==> src/rtl/mpt_pkg.sv <==
package mpt_pkg;
  localparam int unsigned MAX_CORES = 4;
  localparam int unsigned CORE_W    = 2;
  localparam int unsigned UNIT_W    = CORE_W + 1;
  localparam int unsigned OFF_W     = 5;

  typedef enum logic [1:0] {
    REG_RELOAD = 2'd0,
    REG_COUNT  = 2'd1,
    REG_CTRL   = 2'd2,
    REG_FLAG   = 2'd3
  } reg_sel_e;

  localparam int unsigned CTRL_EN   = 0;
  localparam int unsigned CTRL_AUTO = 1;
endpackage

==> src/rtl/mpt_window_decode.sv <==
module mpt_window_decode
  import mpt_pkg::*;
#(
  parameter int unsigned NUM_CORES = 3,
  parameter int unsigned ADDR_W    = 9,
  parameter int unsigned BE_W      = 4
) (
  input  logic              req_valid,
  input  logic [ADDR_W-1:0] req_addr,
  input  logic [BE_W-1:0]   req_be,
  input  logic [CORE_W-1:0] req_core,
  output logic              sel_ok,
  output logic [UNIT_W-1:0] sel_unit,
  output logic              core_err
);
  localparam int unsigned WIN_W     = ADDR_W - OFF_W;
  localparam int unsigned NUM_UNITS = 2 * NUM_CORES;

  logic [WIN_W-1:0] win;
  logic [WIN_W-1:0] fix_idx;
  logic             full_word;

  assign win       = req_addr[ADDR_W-1:OFF_W];
  assign fix_idx   = win - WIN_W'(2);
  assign full_word = &req_be;

  always_comb begin
    sel_ok   = 1'b0;
    sel_unit = '0;
    core_err = 1'b0;
    if (win < WIN_W'(2)) begin
      // banked windows: unit chosen by the requesting core
      if (int'(req_core) < int'(NUM_CORES)) begin
        sel_unit = {req_core, win[0]};
        sel_ok   = req_valid && full_word;
      end else begin
        core_err = req_valid;
      end
    end else if (int'(fix_idx) < int'(NUM_UNITS)) begin
      sel_unit = fix_idx[UNIT_W-1:0];
      sel_ok   = req_valid && full_word;
    end
  end
endmodule

==> src/rtl/mpt_countdown.sv <==
module mpt_countdown
  import mpt_pkg::*;
#(
  parameter int unsigned DATA_W = 32
) (
  input  logic              clk,
  input  logic              rst_n,
  input  logic              wr_en,
  input  reg_sel_e          reg_sel,
  input  logic [DATA_W-1:0] wdata,
  output logic [DATA_W-1:0] rdata,
  output logic              irq
);
  logic [DATA_W-1:0] reload_q, reload_d;
  logic [DATA_W-1:0] count_q,  count_d;
  logic [1:0]        ctrl_q,   ctrl_d;
  logic              flag_q,   flag_d;
  logic              running;
  logic              upd_en;

  assign running = ctrl_q[CTRL_EN] && (count_q != '0);
  assign upd_en  = wr_en || running;

  always_comb begin
    reload_d = reload_q;
    count_d  = count_q;
    ctrl_d   = ctrl_q;
    flag_d   = flag_q;
    if (wr_en) begin
      unique case (reg_sel)
        REG_RELOAD: begin
          reload_d = wdata;
          count_d  = wdata;
        end
        REG_COUNT: count_d = wdata;
        REG_CTRL: begin
          ctrl_d = wdata[1:0];
          if (!ctrl_q[CTRL_EN] && wdata[CTRL_EN] && wdata[CTRL_AUTO] && (count_q == '0))
            count_d = reload_q;
        end
        REG_FLAG: if (wdata[0]) flag_d = 1'b0;
        default: ;
      endcase
    end else if (running) begin
      count_d = count_q - DATA_W'(1);
      if (count_q == DATA_W'(1)) begin
        flag_d = 1'b1;
        if (ctrl_q[CTRL_AUTO]) count_d = reload_q;
      end
    end
  end

  always_ff @(posedge clk or negedge rst_n) begin
    if (!rst_n) begin
      reload_q <= '0;
      count_q  <= '0;
      ctrl_q   <= '0;
      flag_q   <= 1'b0;
    end else if (upd_en) begin
      reload_q <= reload_d;
      count_q  <= count_d;
      ctrl_q   <= ctrl_d;
      flag_q   <= flag_d;
    end
  end

  always_comb begin
    unique case (reg_sel)
      REG_RELOAD: rdata = reload_q;
      REG_COUNT:  rdata = count_q;
      REG_CTRL:   rdata = {{(DATA_W-2){1'b0}}, ctrl_q};
      REG_FLAG:   rdata = {{(DATA_W-1){1'b0}}, flag_q};
      default:    rdata = '0;
    endcase
  end

  assign irq = flag_q;

  // the flag only rises on an enabled step from 1 to 0
  p_flag_from_expiry_r10: assert property (@(posedge clk) disable iff (!rst_n)
    $rose(flag_q) |-> ($past(count_q) == DATA_W'(1)) && $past(ctrl_q[CTRL_EN]));

  // a disabled, unwritten unit keeps its counter
  p_hold_when_off_r10: assert property (@(posedge clk) disable iff (!rst_n)
    (!ctrl_q[CTRL_EN] && !wr_en) |=> $stable(count_q));

  // enabling with auto-reload from a zero counter reloads it
  p_enable_reload_r11: assert property (@(posedge clk) disable iff (!rst_n)
    (wr_en && reg_sel == REG_CTRL && !ctrl_q[CTRL_EN] && wdata[CTRL_EN] &&
     wdata[CTRL_AUTO] && count_q == '0) |=> (count_q == $past(reload_q)));
endmodule

==> src/rtl/mpt_banked_timers.sv <==
module mpt_banked_timers
  import mpt_pkg::*;
#(
  parameter int unsigned NUM_CORES = 3,
  parameter int unsigned ADDR_W    = 9,
  parameter int unsigned DATA_W    = 32
) (
  input  logic                   clk,
  input  logic                   rst_n,
  input  logic                   req_valid,
  input  logic                   req_write,
  input  logic [ADDR_W-1:0]      req_addr,
  input  logic [DATA_W/8-1:0]    req_be,
  input  logic [CORE_W-1:0]      req_core,
  input  logic [DATA_W-1:0]      req_wdata,
  output logic                   rsp_valid,
  output logic [DATA_W-1:0]      rsp_rdata,
  output logic                   rsp_err,
  output logic [2*NUM_CORES-1:0] irq
);
  localparam int unsigned NUM_UNITS = 2 * NUM_CORES;
  localparam int unsigned BE_W      = DATA_W / 8;

  // reset: asserted asynchronously, released on a clock edge
  logic [1:0] rst_pipe;
  logic       rst_core_n;

  always_ff @(posedge clk or negedge rst_n) begin
    if (!rst_n) rst_pipe <= 2'b00;
    else        rst_pipe <= {rst_pipe[0], 1'b1};
  end
  assign rst_core_n = rst_pipe[1];

  logic              sel_ok;
  logic [UNIT_W-1:0] sel_unit;
  logic              core_err;
  logic              reg_ok;
  reg_sel_e          reg_sel;

  mpt_window_decode #(
    .NUM_CORES (NUM_CORES),
    .ADDR_W    (ADDR_W),
    .BE_W      (BE_W)
  ) u_decode (
    .req_valid (req_valid),
    .req_addr  (req_addr),
    .req_be    (req_be),
    .req_core  (req_core),
    .sel_ok    (sel_ok),
    .sel_unit  (sel_unit),
    .core_err  (core_err)
  );

  assign reg_ok  = (req_addr[4] == 1'b0) && (req_addr[1:0] == 2'b00);
  assign reg_sel = reg_sel_e'(req_addr[3:2]);

  logic [NUM_UNITS-1:0] unit_wr;
  logic [DATA_W-1:0]    unit_rdata [NUM_UNITS];

  always_comb begin
    for (int i = 0; i < int'(NUM_UNITS); i++)
      unit_wr[i] = sel_ok && req_write && reg_ok && (sel_unit == UNIT_W'(i));
  end

  for (genvar g = 0; g < int'(NUM_UNITS); g++) begin : g_unit
    mpt_countdown #(.DATA_W(DATA_W)) u_cnt (
      .clk     (clk),
      .rst_n   (rst_core_n),
      .wr_en   (unit_wr[g]),
      .reg_sel (reg_sel),
      .wdata   (req_wdata),
      .rdata   (unit_rdata[g]),
      .irq     (irq[g])
    );
  end

  logic [DATA_W-1:0] rd_mux;
  logic [DATA_W-1:0] rsp_rdata_d;

  always_comb begin
    rd_mux = '0;
    for (int i = 0; i < int'(NUM_UNITS); i++)
      if (sel_unit == UNIT_W'(i)) rd_mux = unit_rdata[i];
    rsp_rdata_d = (sel_ok && !req_write && reg_ok) ? rd_mux : '0;
  end

  always_ff @(posedge clk or negedge rst_core_n) begin
    if (!rst_core_n) begin
      rsp_valid <= 1'b0;
      rsp_rdata <= '0;
      rsp_err   <= 1'b0;
    end else begin
      rsp_valid <= req_valid;
      rsp_rdata <= rsp_rdata_d;
      rsp_err   <= core_err;
    end
  end

  // one access writes at most one unit
  p_one_target_r3: assert property (@(posedge clk) disable iff (!rst_core_n)
    $onehot0(unit_wr));

  // a rejected core ID writes nothing
  p_bad_core_no_write_r6: assert property (@(posedge clk) disable iff (!rst_core_n)
    core_err |-> (unit_wr == '0));

  // the error strobe rides on a zero response
  p_err_zero_data_r6: assert property (@(posedge clk) disable iff (!rst_core_n)
    rsp_err |-> (rsp_valid && rsp_rdata == '0));

  // partial enables write nothing
  p_partial_no_write_r8: assert property (@(posedge clk) disable iff (!rst_core_n)
    (req_valid && !(&req_be)) |-> (unit_wr == '0));

  // every request is answered on the next clock
  p_rsp_next_cycle_r2: assert property (@(posedge clk) disable iff (!rst_core_n)
    req_valid |=> rsp_valid);
endmodule

==> config.mk <==
export PLATFORM = sky130hd
export DESIGN_NAME = mpt_banked_timers
export DESIGN_NICKNAME = d
export VERILOG_FILES = /design/src/rtl/mpt_pkg.sv /design/src/rtl/mpt_window_decode.sv /design/src/rtl/mpt_countdown.sv /design/src/rtl/mpt_banked_timers.sv
export SDC_FILE = /design/constraint.sdc
export NUM_CORES = 1
export LEC_CHECK = 0
export BUFFER_PORTS_ARGS = -buffer_cell sky130_fd_sc_hd__buf_4
export CELL_PAD_IN_SITES_DETAIL_PLACEMENT = 1
export CELL_PAD_IN_SITES_GLOBAL_PLACEMENT = 2
export CORE_ASPECT_RATIO = 1.2
export CORE_MARGIN = 2
export CORE_UTILIZATION = 43
export CTS_CLUSTER_DIAMETER = 50
export DETAILED_ROUTE_END_ITERATION = 10
export PLACE_DENSITY_LB_ADDON = 0.1
export SYNTH_ARGS = -nofsm -noshare
export SYNTH_HDL_FRONTEND = slang
export SYNTH_SLANG_ARGS = --single-unit
export TNS_END_PERCENT = 1
==> constraint.sdc <==
create_clock -name clk -period 26.4 [get_ports clk]
set_input_delay 5.28 -clock clk [delete_from_list [all_inputs] [get_ports clk]]
set_output_delay 5.28 -clock clk [all_outputs]
set_load 0.05 [all_outputs]
==> run_results.csv <==
group,metric,value,unit
critical_path,path_class,"in2reg",
grt,grt_start_max_net_pins,72,
critical_path,critPathMaxStageDelay,1200,ps
synthesis,yosysTopAreaCell,"dfrtp_1",
clocking,cts_tree,"done",
clocking,cts-root-buf,"clkbuf_16",
critical_path,worstPathArrival,9490,ps
pwr,ir_worst_vdd,0.0719,mV
grt,gr-total-overflow,0,
sta,layout_setup_ws,17380,ps
sta,fin_crit,9020,ps
floorplan,dieArea,65900,um2
final_layout,multiInputGateArea,15400,um2
synthesis,synth_ff_type,"dfrtp_1",
placement,pre_cts_slack,17060,ps
sta,slew_headroom,0.101,
final_layout,final_cell_mix,"dfrtp_1, nand2_1, nor2_1",
sta,hold_viol_final,0,
synthesis,yosysTopAreaCellShare,0.399,
placement,hpwl,91600,um
grt,grt_pass1_wl,192000,um
sta,fin_skew,35.7,ps
final_layout,finalNetCount,3130,
synthesis,synth_area_leaders,"dfrtp_1, mux2_2, mux2i_1",
final_layout,fillers,7255,
sta,fin_crit_sh,0.342,
sta,final_max_slew_viol_count,0,
detailed_routing,wirelength,133000,um
clocking,cts_setup_buffers,0,
grt,first_global_vias,26846,
synthesis,synth.distinct_cells,86,
critical_path,path_buf_inv,2,
critical_path,start_kind,"input port",
detailed_routing,vias_per_cell,6.81,
critical_path,cp_cell_sequence,"buf_4 -> nor2_1 -> nor4b_1 -> nand4_1 -> buf_4 -> or2_2 -> o21ai_0 -> o31ai_1",
clocking,numCtsBuffers,59,
detailed_routing,drc,0,
detailed_routing,first_pass_iters,6,
critical_path,required,26870,ps
final_layout,final_common_cell,"dfrtp_1",
floorplan,start_util,0.435,
synthesis,synth_seq_cells,438,
worst_hold_path,hp-start,"rst_pipe[0]",
grt,antenna_found_initial,13,
worst_hold_path,holdPathStages,0,
critical_path,crit_path_end_kind,"register",
floorplan,coreArea,63200,um2
synthesis,ys_warn_count,0,
placement,routabilityCongestion,0.976,
clocking,clkSlewWorstSetupHoldPaths,60,ps
pwr,powerDensity,62.0,nW/um2
sta,rsz0062_at_grt,"false",
critical_path,reg2reg_depth,8,
critical_path,crit_path_top_delay_cell,"nand4_1",
final_layout,area_growth,12.2,%
floorplan,die_h,281,um
synthesis,synthArstFlopShare,1.00,
floorplan,die_x,235,um
detailed_routing,num_vias,26788,
critical_path,cp_num_cells,8,
sta,setup_violations,0,
synthesis,synthCells,3096,
detailed_routing,drtIter0Drc,2948,
clocking,insertion_delay,660,ps
clocking,cts_resized,0,
grt,track_usage,0.395,
clocking,htreeDepth,2,
clocking,cts_hold_buf,0,
synthesis,syn_nets,3166,
clocking,cts.sinks,438,
critical_path,crit_path_max_fanout,31,
critical_path,crit_top_cell,"buf_4",
sta,finalSetupTns,0,ps
detailed_routing,wl_per_cell,33.7,um
critical_path,critPathTopFamily,"simple AND/OR/NAND/NOR gates",
final_layout,regArea,11000,um2
critical_path,r2r_start,"g_unit[1].u_cnt.count_q[19]",
run_status,status,"finished, final reports clean",
floorplan,ios,91,
floorplan,rows,101,
critical_path,critPathLaunch,"req_addr[0]",
synthesis,synth_edf_count,0,
synthesis,syn_avg_cell_area,8.87,um2
pwr,cellLeakagePower,0.0135,uW
flow_run,maxCapViolations,0,
synthesis,ys_seq_area_frac,0.399,
final_layout,fin_util,0.488,
final_layout,drive_above_1_share,0.160,
clocking,cts_buffer_depth,3,
worst_hold_path,hold_class,"reg2reg",
synthesis,mappedNetlistArea,27500,um2
detailed_routing,ant_nets,0,
sta,fmax,0.111,GHz
placement,io_buffers,90,
sta,worstMarginPinSlew,1330,ps
-- state kept, by name (all words and copies together), names as in the netlist --
signal / cells
g_unit.u_cnt.ctrl_q: 12
g_unit.u_cnt.count_q: 192
rsp_rdata: 32
rsp_err: 1
g_unit.u_cnt.irq: 6
rsp_valid: 1
rst_pipe: 2
g_unit.u_cnt.reload_q: 192
-- cells by family after synthesis --
kind of cell	synth area share
adders and majority gates	0.00866
DFF	0.399
muxes	0.148
and+or+nand+nor	0.178
xor gates and xnor gates	0.0329
AOI/OAI and AO/OA	0.189
other	0.000137
buffers and inverters	0.0437
-- layout make-up --
type                            instances  share of cell area
Multi-Input combinational cell       2359               0.499
Sequential cell                       438               0.356
Clock buffer                           72              0.0521
Clock inverter                         37              0.0162
Tap cell                              824              0.0335
Timing Repair Buffer                  154              0.0378
Inverter                               48             0.00585
Antenna cell                            2            0.000162
-- routing by layer --
| metal | wire length [um] | vias up | part of all wire | GRT usage |
|---|---|---|---|---|
| li1 | - | 11339 | - | - |
| met1 | 54100 | 13748 | 0.41 | 0.527 |
| met2 | 56400 | 1325 | 0.43 | 0.582 |
| met3 | 11800 | 370 | 0.089 | 0.0781 |
| met4 | 10300 | 6 | 0.078 | 0.261 |
| met5 | 41 | - | 0.00031 | 0 |
-- cell usage after synthesis (26+ instances only) --
| master | count |
|---|---|
| a21oi_1 | 209 |
| a31oi_1 | 56 |
| buf_2 | 32 |
| clkbuf_1 | 197 |
| dfrtp_1 | 438 |
| inv_1 | 48 |
| mux2_2 | 193 |
| mux2i_1 | 176 |
| nand2_1 | 287 |
| nand3_1 | 87 |
| nand4_1 | 32 |
| nor2_1 | 282 |
| nor3_1 | 119 |
| nor4_1 | 63 |
| o21ai_0 | 240 |
| o21ai_1 | 28 |
| o221ai_1 | 26 |
| o22ai_1 | 56 |
| o31ai_1 | 56 |
| or3_1 | 29 |
| or4_1 | 35 |
| xnor2_1 | 68 |
| xor2_1 | 35 |
-- metrics by stage --
stage	total power (uW)	instances	instance area, um2	hold slack, ps
2_1_floorplan	927	3096	27500	331
3_3_place_gp	1020	3823	28700	337
3_5_place_dp	1030	3823	28700	336
4_1_cts	1910	3932	30800	350
5_1_grt	1970	3932	30800	360
6_report	1910	3934	30800	347
-- where the power goes --
part | leakage (uW) | switching [uW] | internal, uW
Clock | 0.00102 | 351 | 532
Sequential | 0.00599 | 49.7 | 697
Combinational | 0.00651 | 186 | 93.9
Total | 0.0135 | 587 | 1320
-- worst paths after layout --
check / endpoint / slack, ps
worst min register to register: rst_pipe[1] / 350
worst min-delay path: rst_pipe[1] / 350
worst max-delay path: g_unit[2].u_cnt.count_q[9] / 17380
worst max register to register: g_unit[1].u_cnt.count_q[14] / 22160
min in group asynchronous: g_unit[5].u_cnt.count_q[18] / 450
max in group asynchronous: rst_pipe[1] / 21900
No activity file was read; power rests on OpenSTA's default activity.
